File: config.mk
export PLATFORM = sky130hd
export DESIGN_NAME = eoi_storm_throttle
export DESIGN_NICKNAME = d
export VERILOG_FILES = /design/src/rtl/eoi_storm_pkg.sv /design/src/rtl/storm_counter_bank.sv /design/src/rtl/storm_delay_seq.sv /design/src/rtl/eoi_storm_throttle.sv
export SDC_FILE = /design/constraint.sdc
export NUM_CORES = 1
export LEC_CHECK = 0
export ABC_AREA = 1
export BUFFER_PORTS_ARGS = -buffer_cell sky130_fd_sc_hd__clkbuf_2
export CAP_MARGIN = 5
export CELL_PAD_IN_SITES_DETAIL_PLACEMENT = 2
export CELL_PAD_IN_SITES_GLOBAL_PLACEMENT = 2
export CORE_UTILIZATION = 37
export DETAILED_ROUTE_END_ITERATION = 16
export HOLD_SLACK_MARGIN = 0.15
export PLACE_DENSITY_LB_ADDON = 0.1
export SYNTH_ARGS = -nofsm -noshare
export SYNTH_HDL_FRONTEND = slang
export SYNTH_SLANG_ARGS = --single-unit
File: constraint.sdc
create_clock -name clk -period 4.1 [get_ports clk]
set_clock_uncertainty 0.2 [all_clocks]
set_input_delay 0.615 -clock clk [delete_from_list [all_inputs] [get_ports clk]]
set_output_delay 0.615 -clock clk [all_outputs]
set_load 0.03 [all_outputs]
File: src/rtl/eoi_storm_pkg.sv
package eoi_storm_pkg;
  typedef enum logic [1:0] {
    SEQ_IDLE = 2'd0,
    SEQ_WAIT = 2'd1,
    SEQ_SCAN = 2'd2
  } seq_state_t;
endpackage

File: src/rtl/storm_counter_bank.sv
// Per-pin successive-EOI counters with threshold detection.
module storm_counter_bank #(
  parameter int N_PINS      = 8,
  parameter int STORM_LIMIT = 10000,
  parameter int PIN_W       = (N_PINS > 1) ? $clog2(N_PINS) : 1
) (
  input  logic              clk,
  input  logic              rst,
  input  logic              eoi_valid,
  input  logic              eoi_level,
  input  logic [PIN_W-1:0]  eoi_pin,
  input  logic [N_PINS-1:0] pin_req,
  input  logic [N_PINS-1:0] pin_mask,
  output logic              go_now,
  output logic              hit_limit
);
  localparam int CW = $clog2(STORM_LIMIT + 1);
  localparam logic [CW-1:0] LIM = CW'(STORM_LIMIT);

  logic [CW-1:0] cnt_q [N_PINS];
  logic          lvl_eoi;
  logic          live;
  logic [CW-1:0] bumped;

  always_comb begin
    lvl_eoi   = eoi_valid && eoi_level;
    live      = lvl_eoi && pin_req[eoi_pin] && !pin_mask[eoi_pin];
    bumped    = cnt_q[eoi_pin] + CW'(1);
    hit_limit = live && (bumped == LIM);
    go_now    = live && (bumped != LIM);
  end

  for (genvar i = 0; i < N_PINS; i++) begin : g_cnt
    always_ff @(posedge clk) begin
      if (rst) begin
        cnt_q[i] <= '0;
      end else if (lvl_eoi && (eoi_pin == PIN_W'(i))) begin
        if (go_now) cnt_q[i] <= bumped;
        else        cnt_q[i] <= '0;
      end
    end
  end
endmodule

File: src/rtl/storm_delay_seq.sv
// Delay timer followed by an ascending one-pin-per-cycle rescan.
module storm_delay_seq
  import eoi_storm_pkg::*;
#(
  parameter int N_PINS       = 8,
  parameter int DELAY_CYCLES = 2500000,
  parameter int PIN_W        = (N_PINS > 1) ? $clog2(N_PINS) : 1
) (
  input  logic              clk,
  input  logic              rst,
  input  logic              start,
  input  logic [N_PINS-1:0] pin_req,
  input  logic [N_PINS-1:0] pin_level,
  input  logic [N_PINS-1:0] remote_irr,
  output logic              late_vld,
  output logic [PIN_W-1:0]  late_pin
);
  localparam int TW = (DELAY_CYCLES > 1) ? $clog2(DELAY_CYCLES) : 1;
  localparam logic [TW-1:0]    T_LAST = TW'(DELAY_CYCLES - 1);
  localparam logic [PIN_W-1:0] P_LAST = PIN_W'(N_PINS - 1);

  seq_state_t       st_q;
  logic [TW-1:0]    tmr_q;
  logic [PIN_W-1:0] idx_q;
  logic             elig;

  always_comb elig = pin_level[idx_q] && pin_req[idx_q] && !remote_irr[idx_q];

  always_ff @(posedge clk) begin
    if (rst) begin
      st_q     <= SEQ_IDLE;
      tmr_q    <= '0;
      idx_q    <= '0;
      late_vld <= 1'b0;
      late_pin <= '0;
    end else begin
      late_vld <= 1'b0;
      case (st_q)
        SEQ_IDLE: begin
          if (start) begin
            st_q  <= SEQ_WAIT;
            tmr_q <= '0;
          end
        end
        SEQ_WAIT: begin
          if (tmr_q == T_LAST) begin
            st_q  <= SEQ_SCAN;
            idx_q <= '0;
          end else begin
            tmr_q <= tmr_q + TW'(1);
          end
        end
        SEQ_SCAN: begin
          late_vld <= elig;
          late_pin <= idx_q;
          if (idx_q == P_LAST) st_q <= SEQ_IDLE;
          else                 idx_q <= idx_q + PIN_W'(1);
        end
        default: st_q <= SEQ_IDLE;
      endcase
    end
  end
endmodule

File: src/rtl/eoi_storm_throttle.sv
module eoi_storm_throttle #(
  parameter int N_PINS       = 8,
  parameter int STORM_LIMIT  = 10000,
  parameter int DELAY_CYCLES = 2500000,
  parameter int PIN_W        = (N_PINS > 1) ? $clog2(N_PINS) : 1
) (
  input  logic              clk,
  input  logic              rst,
  input  logic              eoi_valid,
  input  logic              eoi_level,
  input  logic [PIN_W-1:0]  eoi_pin,
  input  logic [N_PINS-1:0] pin_req,
  input  logic [N_PINS-1:0] pin_mask,
  input  logic [N_PINS-1:0] pin_level,
  input  logic [N_PINS-1:0] remote_irr,
  output logic              now_vld,
  output logic [PIN_W-1:0]  now_pin,
  output logic              late_vld,
  output logic [PIN_W-1:0]  late_pin
);
  logic go_now;
  logic hit_limit;

  storm_counter_bank #(
    .N_PINS(N_PINS), .STORM_LIMIT(STORM_LIMIT), .PIN_W(PIN_W)
  ) u_cnt (
    .clk(clk), .rst(rst), .eoi_valid(eoi_valid), .eoi_level(eoi_level),
    .eoi_pin(eoi_pin), .pin_req(pin_req), .pin_mask(pin_mask),
    .go_now(go_now), .hit_limit(hit_limit)
  );

  // Start is ignored by the sequencer unless idle (absorption, R7).
  storm_delay_seq #(
    .N_PINS(N_PINS), .DELAY_CYCLES(DELAY_CYCLES), .PIN_W(PIN_W)
  ) u_seq (
    .clk(clk), .rst(rst), .start(hit_limit), .pin_req(pin_req),
    .pin_level(pin_level), .remote_irr(remote_irr),
    .late_vld(late_vld), .late_pin(late_pin)
  );

  always_ff @(posedge clk) begin
    if (rst) begin
      now_vld <= 1'b0;
      now_pin <= '0;
    end else begin
      now_vld <= go_now;
      now_pin <= eoi_pin;
    end
  end
endmodule

=== Word-level counts from Yosys, hierarchy flattened ===
Memory sizes are Yosys's and may differ from the RTL's.
Cells that the tools add are included.

* Reduce and logical (&&, ||, !) cells: 25
* Add/subtract/negate cells: 3
* $lt $le $gt $ge: 2
* Equal/unequal tests: 18
* Muxes and demuxes: 88
* Bitwise gates (word level): 17

{| class="wikitable"
|+ Operators with widths
! kind !! number
|-
| two-way mux 14 bit || 16
|-
| two-way mux 1 bit || 57
|-
| two-way mux 22 bit || 2
|-
| case mux 22 bit (2 select lines) || 1
|-
| adder 22 x 1 -> 22 bit, second input constant || 1
|-
| == test 22 bit, second input constant || 1
|-
| bitwise OR 1 bit || 16
|-
| binary-select mux 1 bit (select 3 bit) || 5
|-
| == test 3 bit, second input constant || 5
|-
| logical AND 1 bit || 15
|-
| adder 14 x 1 -> 14 bit, second input constant || 1
|-
| == test 14 bit, second input constant || 1
|-
| != test 14 bit, second input constant || 1
|-
| AND reduction 3 bit || 3
|-
| < comparator 3 x 4 -> 1 bit, second input constant || 2
|-
| == test 3 x 2 -> 1 bit, second input constant || 2
|-
| two-way mux 2 bit || 3
|-
| two-way mux 3 bit || 2
|-
| != test 2 bit, second input constant || 3
|-
| case mux 2 bit (3 select lines) || 1
|-
| case mux 3 bit (2 select lines) || 1
|-
| != test 2 x 1 -> 1 bit, second input constant || 2
|-
| nonzero test 2 bit || 2
|-
| adder 3 x 1 -> 3 bit, second input constant || 1
|-
| 8 further kinds || 9
|}

* Word-level logic and storage cells: 161
* Input bits: 39
* Bits in writable memories: 112
* Register bits: 35
* Memories kept: 1
* Output and inout port bits: 8

{| class="wikitable"
|+ Memory list
! name !! words !! width !! read ports !! clocked after memory_dff !! wr ports !! line !! RTL
|-
| u_cnt.cnt_q || 8 || 14 || 1 || 0 || 8 || storm_counter_bank.sv:20 || <nowiki>logic [CW-1:0] cnt_q [N_PINS];</nowiki>
|}

=== Depth between registers and ports, before layout ===
* Depth after elaboration: 11
* Gate-level depth with buffers: 24
* Gate-level depth less buffers: 21

=== Modules after synthesis ===
Synthesis repeated with hierarchy kept, for this count alone.

* Cells, all modules: 1022
* Area, all modules: 7985.2 um^2

{| class="wikitable"
|+ By module, submodules not included
! module !! instances !! sequential area each (um^2) !! cells each !! area each (um^2)
|-
| storm_counter_bank || 1 || 3363.2 || 688 || 5884.4
|-
| storm_delay_seq || 1 || 620.6 || 322 || 1990.7
|-
| eoi_storm_throttle || 1 || 80.1 || 12 || 110.1
|}

=== Worst setup path before layout ===
Ideal clock, no wire load.

* Path kind: input -> register
* From: in eoi_pin[1]
* To: mem u_cnt.cnt_q[4][2] in the netlist's numbering (data pin)
* Setup slack: 707 ps
* Arrival: 2924 ps
* Path buffers: 4
* Stages on the path: 23
* Library setup time: 270 ps
* Required time: 3630 ps
* Cell sequence: buf_6 > inv_2 > buf_2 > nand2_1 > nand3_1 > nand2_1 > inv_2 > ha_1 > nand3_1 > nor2_2 > nand2_1 > nand2_1 > nand2_2 > inv_2 > nand2_1 > nor2_2 > nand3_2 > nand3_2 > inv_2 > buf_6 > nand2_8 > buf_12 > nor2_2

{| class="wikitable"
|+ RTL lines
! what !! line !! RTL
|-
| from (decl) || eoi_storm_throttle.sv:11 || <nowiki>input logic [PIN_W-1:0] eoi_pin,</nowiki>
|-
| to (decl) || storm_counter_bank.sv:20 ||
|}

==> flow_summary.yaml <==
global_route:
  gr-max-usage-layer: "met2"
  met2_usage_pct: 46.56
  grt.total_usage_pct: 26.94
  use_met3_pct: 3.944
  grt_pass1_vias: 7590
  grt_overflow: 0
  grt_util_met1_pct: 33.87
  grt_start_max_net_pins: 33
  grt_pass1_wl_um: 43350
  antenna_found_initial: 0
timing:
  final.setup.worst_slack_ps: 594.9
  rsz0062_at_grt: "false"
  setup_viol: 0
  drv_slew: 0
  finalCritPeriodShare_pct: 85.49
  timing.fmax_mhz: 285.3
  fin_crit_ps: 3505
  relSlewSlack_pct: 28.13
  max_slew.worst_pin.slew_ps: 1077
  finalHoldViolCount: 0
  setup_tns_ps: 0
route:
  drt-initial-drc-count: 338
  routed_wl_um: 27610
  vias: 6934
  wire_per_inst_um: 21.08
  via_per_inst: 5.293
  ant_nets: 0
  drtPass1Iterations: 6
  drc_errors: 0
setup_path:
  required_ps: 4170
  path_cells: "clkbuf_2, buf_12, buf_4, nand2_1, nand2_1, nand2_1, nand2_1, nand2_1, nand2_1, nand2_2, nor2_4, nand3_2, inv_2, nand2_1, nand2_2, nand2_4, nand3_2, nand3_2, inv_2, nand2_1, buf_4, nor2_1"
  max_stage_delay_ps: 330
  endpoint: "u_cnt.cnt_q[3][1]"
  critPathSlowestCell: "inv_2"
  crit_type: "in -> reg"
  worst_setup_path_end_kind: "flip-flop"
  crit_buf_inv: 6
  r2r_setup_slack_ps: 830
  cp_data_arrival_time_ps: 3570
  path_delay_family: "simple AND/OR/NAND/NOR gates"
  cp.depth: 22
  crit_top_cell: "nand2_1"
  r2r-start: "u_cnt.cnt_q[2][1]"
  r2r_cells: 21
  crit_start: "eoi_pin[0]"
  startpoint_type: "input port"
  r2r-end: "u_cnt.cnt_q[1][1]"
  crit_fanout: 23
logic_synthesis:
  synth-seq-cells: 147
  synth_cell_types: 42
  syn_avg_cell_area_um2: 8.148
  syn_area_um2: 7781
  ys_seq_area_share_pct: 52.23
  synth_warnings: 0
  synth_cells: 955
  synth_fp_nets: 998
cts:
  insertion_delay_ps: 450
  cts_buffer_depth: 2
  post_cts_buffers: 0
  path_clk_slew_ps: 70
  cts_resized: 0
  htree_levels: 4
  cts_buffers: 17
  clock_sinks: 147
  cts-root-buf: "clkbuf_16"
  holdBufCountCts: 0
  cts_tree: "done"
die:
  core-area_um2: 20430
  die_area_um2: 21610
  die_w_um: 147.0
  std_cell_rows: 52
  die_y_um: 147.0
  initial_utilization_pct: 38.09
  ios: 47
layout:
  nets: 1070
  n_fill_cell: 2358
  final_layout_size_suffix_gt1_share_pct: 16.73
  num_antenna_cells: 0
  area_growth_pct: 16.22
placement:
  numPortBuffers: 46
  dp_hpwl_um: 19560
  gp_congestion: 0.8196
  detailedPlace.worstSlack_ps: 200.5
run:
  maxCapViolCount: 0
outcome:
  outcome: "finished clean"
power_and_ir_drop:
  p_per_area_nw_per_um2: 397.7
  p_leak_uw: 0.003771
  ir_drop_mv: 0.2623
hold_path:
  hold_class: "reg -> reg"
synthesized netlist by cell type, drive strengths merged:
library cell,count,area (um^2)
a211o,1,8.760
ha,4,50.05
nand2,309,1219
inv,82,307.8
o21ai,22,110.1
a31oi,1,6.260
clkinv,1,3.750
a21oi,39,195.2
a32o,1,10.01
buf,32,246.5
a21o,1,7.510
nand3,68,360.4
a211oi,4,30.03
clkbuf,7,26.28
xor2,4,35.03
edfxtp,112,3363
nor3b,1,7.510
nand4,20,131.4
nor3,11,60.06
a22oi,7,52.55
nor2,177,732.0
o311ai,4,35.03
or3,1,6.260
or2,4,25.02
nand3b,4,30.03
dfxtp,35,700.7
xnor2,1,8.760
nor4,2,12.51
worst min-delay path by stage:
stage	from	slack, ps	endpoint	cells after the start
finish	u_seq.tmr_q[9]	310	u_seq.tmr_q[9]	2
global route	u_seq.tmr_q[20]	340	u_seq.tmr_q[20]	2
CTS	u_seq.tmr_q[9]	310	u_seq.tmr_q[9]	2
detailed placement	u_seq.tmr_q[9]	300	u_seq.tmr_q[9]	2
global placement	u_seq.tmr_q[11]	290	u_seq.tmr_q[11]	2
floorplan	u_seq.tmr_q[20]	270	u_seq.tmr_q[20]	2
through the flow:
stage                     cell area [um^2]  total power, uW  hold WS (ps)  cells  util [%]
final                                 9044             3597         307.5   1310     44.27
after global routing                  9044             3699         344.7   1310     44.27
after CTS                             9044             3627         311.9   1310     44.27
after detailed placement              8459             2040         302.7   1278     41.41
after global placement                8459             2028         288.1   1278     41.41
after floorplan                       7781             1881         270.2    955         -
final cells by class:
type,count,area (um^2),share of cell area [%]
flip-flops and latches,147,4064,44.94
multi-input cells,686,3133,34.64
repair buffers,92,613.1,6.779
clock buffers,17,425.4,4.704
well taps,270,337.8,3.735
inverters,83,311.5,3.445
clock inverters,15,158.9,1.757
per-layer routing:
metal / wire (um) / share of wire, %
met2: 13860 / 50
met4: 762 / 2.8
met5: 0 / 0
met1: 11980 / 43
met3: 1011 / 3.7
report_power, final:
part	leakage [uW]	switching, uW	internal (uW)
Combinational	0.00204	262	91.4
Clock	0.000287	765	818
Sequential	0.00144	18.0	1640
Total	0.00377	1050	2550
kinds of logic (layout without fill, tap and decap cells):
kind of cell	count (synthesis)	after routing	synth area share (%)
buffers and inverters	122	207	7.509
AO/OA/AOI/OAI	80	80	5.853
AND/OR/NAND/NOR	597	597	33.20
XOR/XNOR	5	5	0.5628
flip-flops	147	147	52.23
adder cells (fa/ha/maj)	4	4	0.6432
state kept, by name, indices dropped and copies added (netlist names):
register        flops
u_seq.late_pin      3
now_pin             3
u_seq.tmr_q        22
u_seq.idx_q         3
u_cnt.cnt_q       112
now_vld             1
u_seq.st_q          2
u_seq.late_vld      1
worst min-delay path: stages, from the launching register on:
cell and delay, ps:
dfxtp_1 330, nand3_1 80, a21oi_1 60
placed cells by master, fill, tap and decap left out, types with 10 or more instances in the layout:
cell type | netlist | routed
nor2_2 | 15 | 15
nand2_1 | 295 | 295
o21ai_0 | 22 | 14
clkbuf_2 | 0 | 46
buf_4 | 11 | 43
nand4_1 | 19 | 19
a21oi_1 | 39 | 39
nand2_2 | 11 | 11
clkbuf_16 | 0 | 17
nor2_1 | 158 | 158
nand3_1 | 64 | 64
dfxtp_1 | 35 | 35
nor3_1 | 10 | 10
edfxtp_1 | 112 | 112
inv_1 | 75 | 75
(Power assumes the default switching activity.)
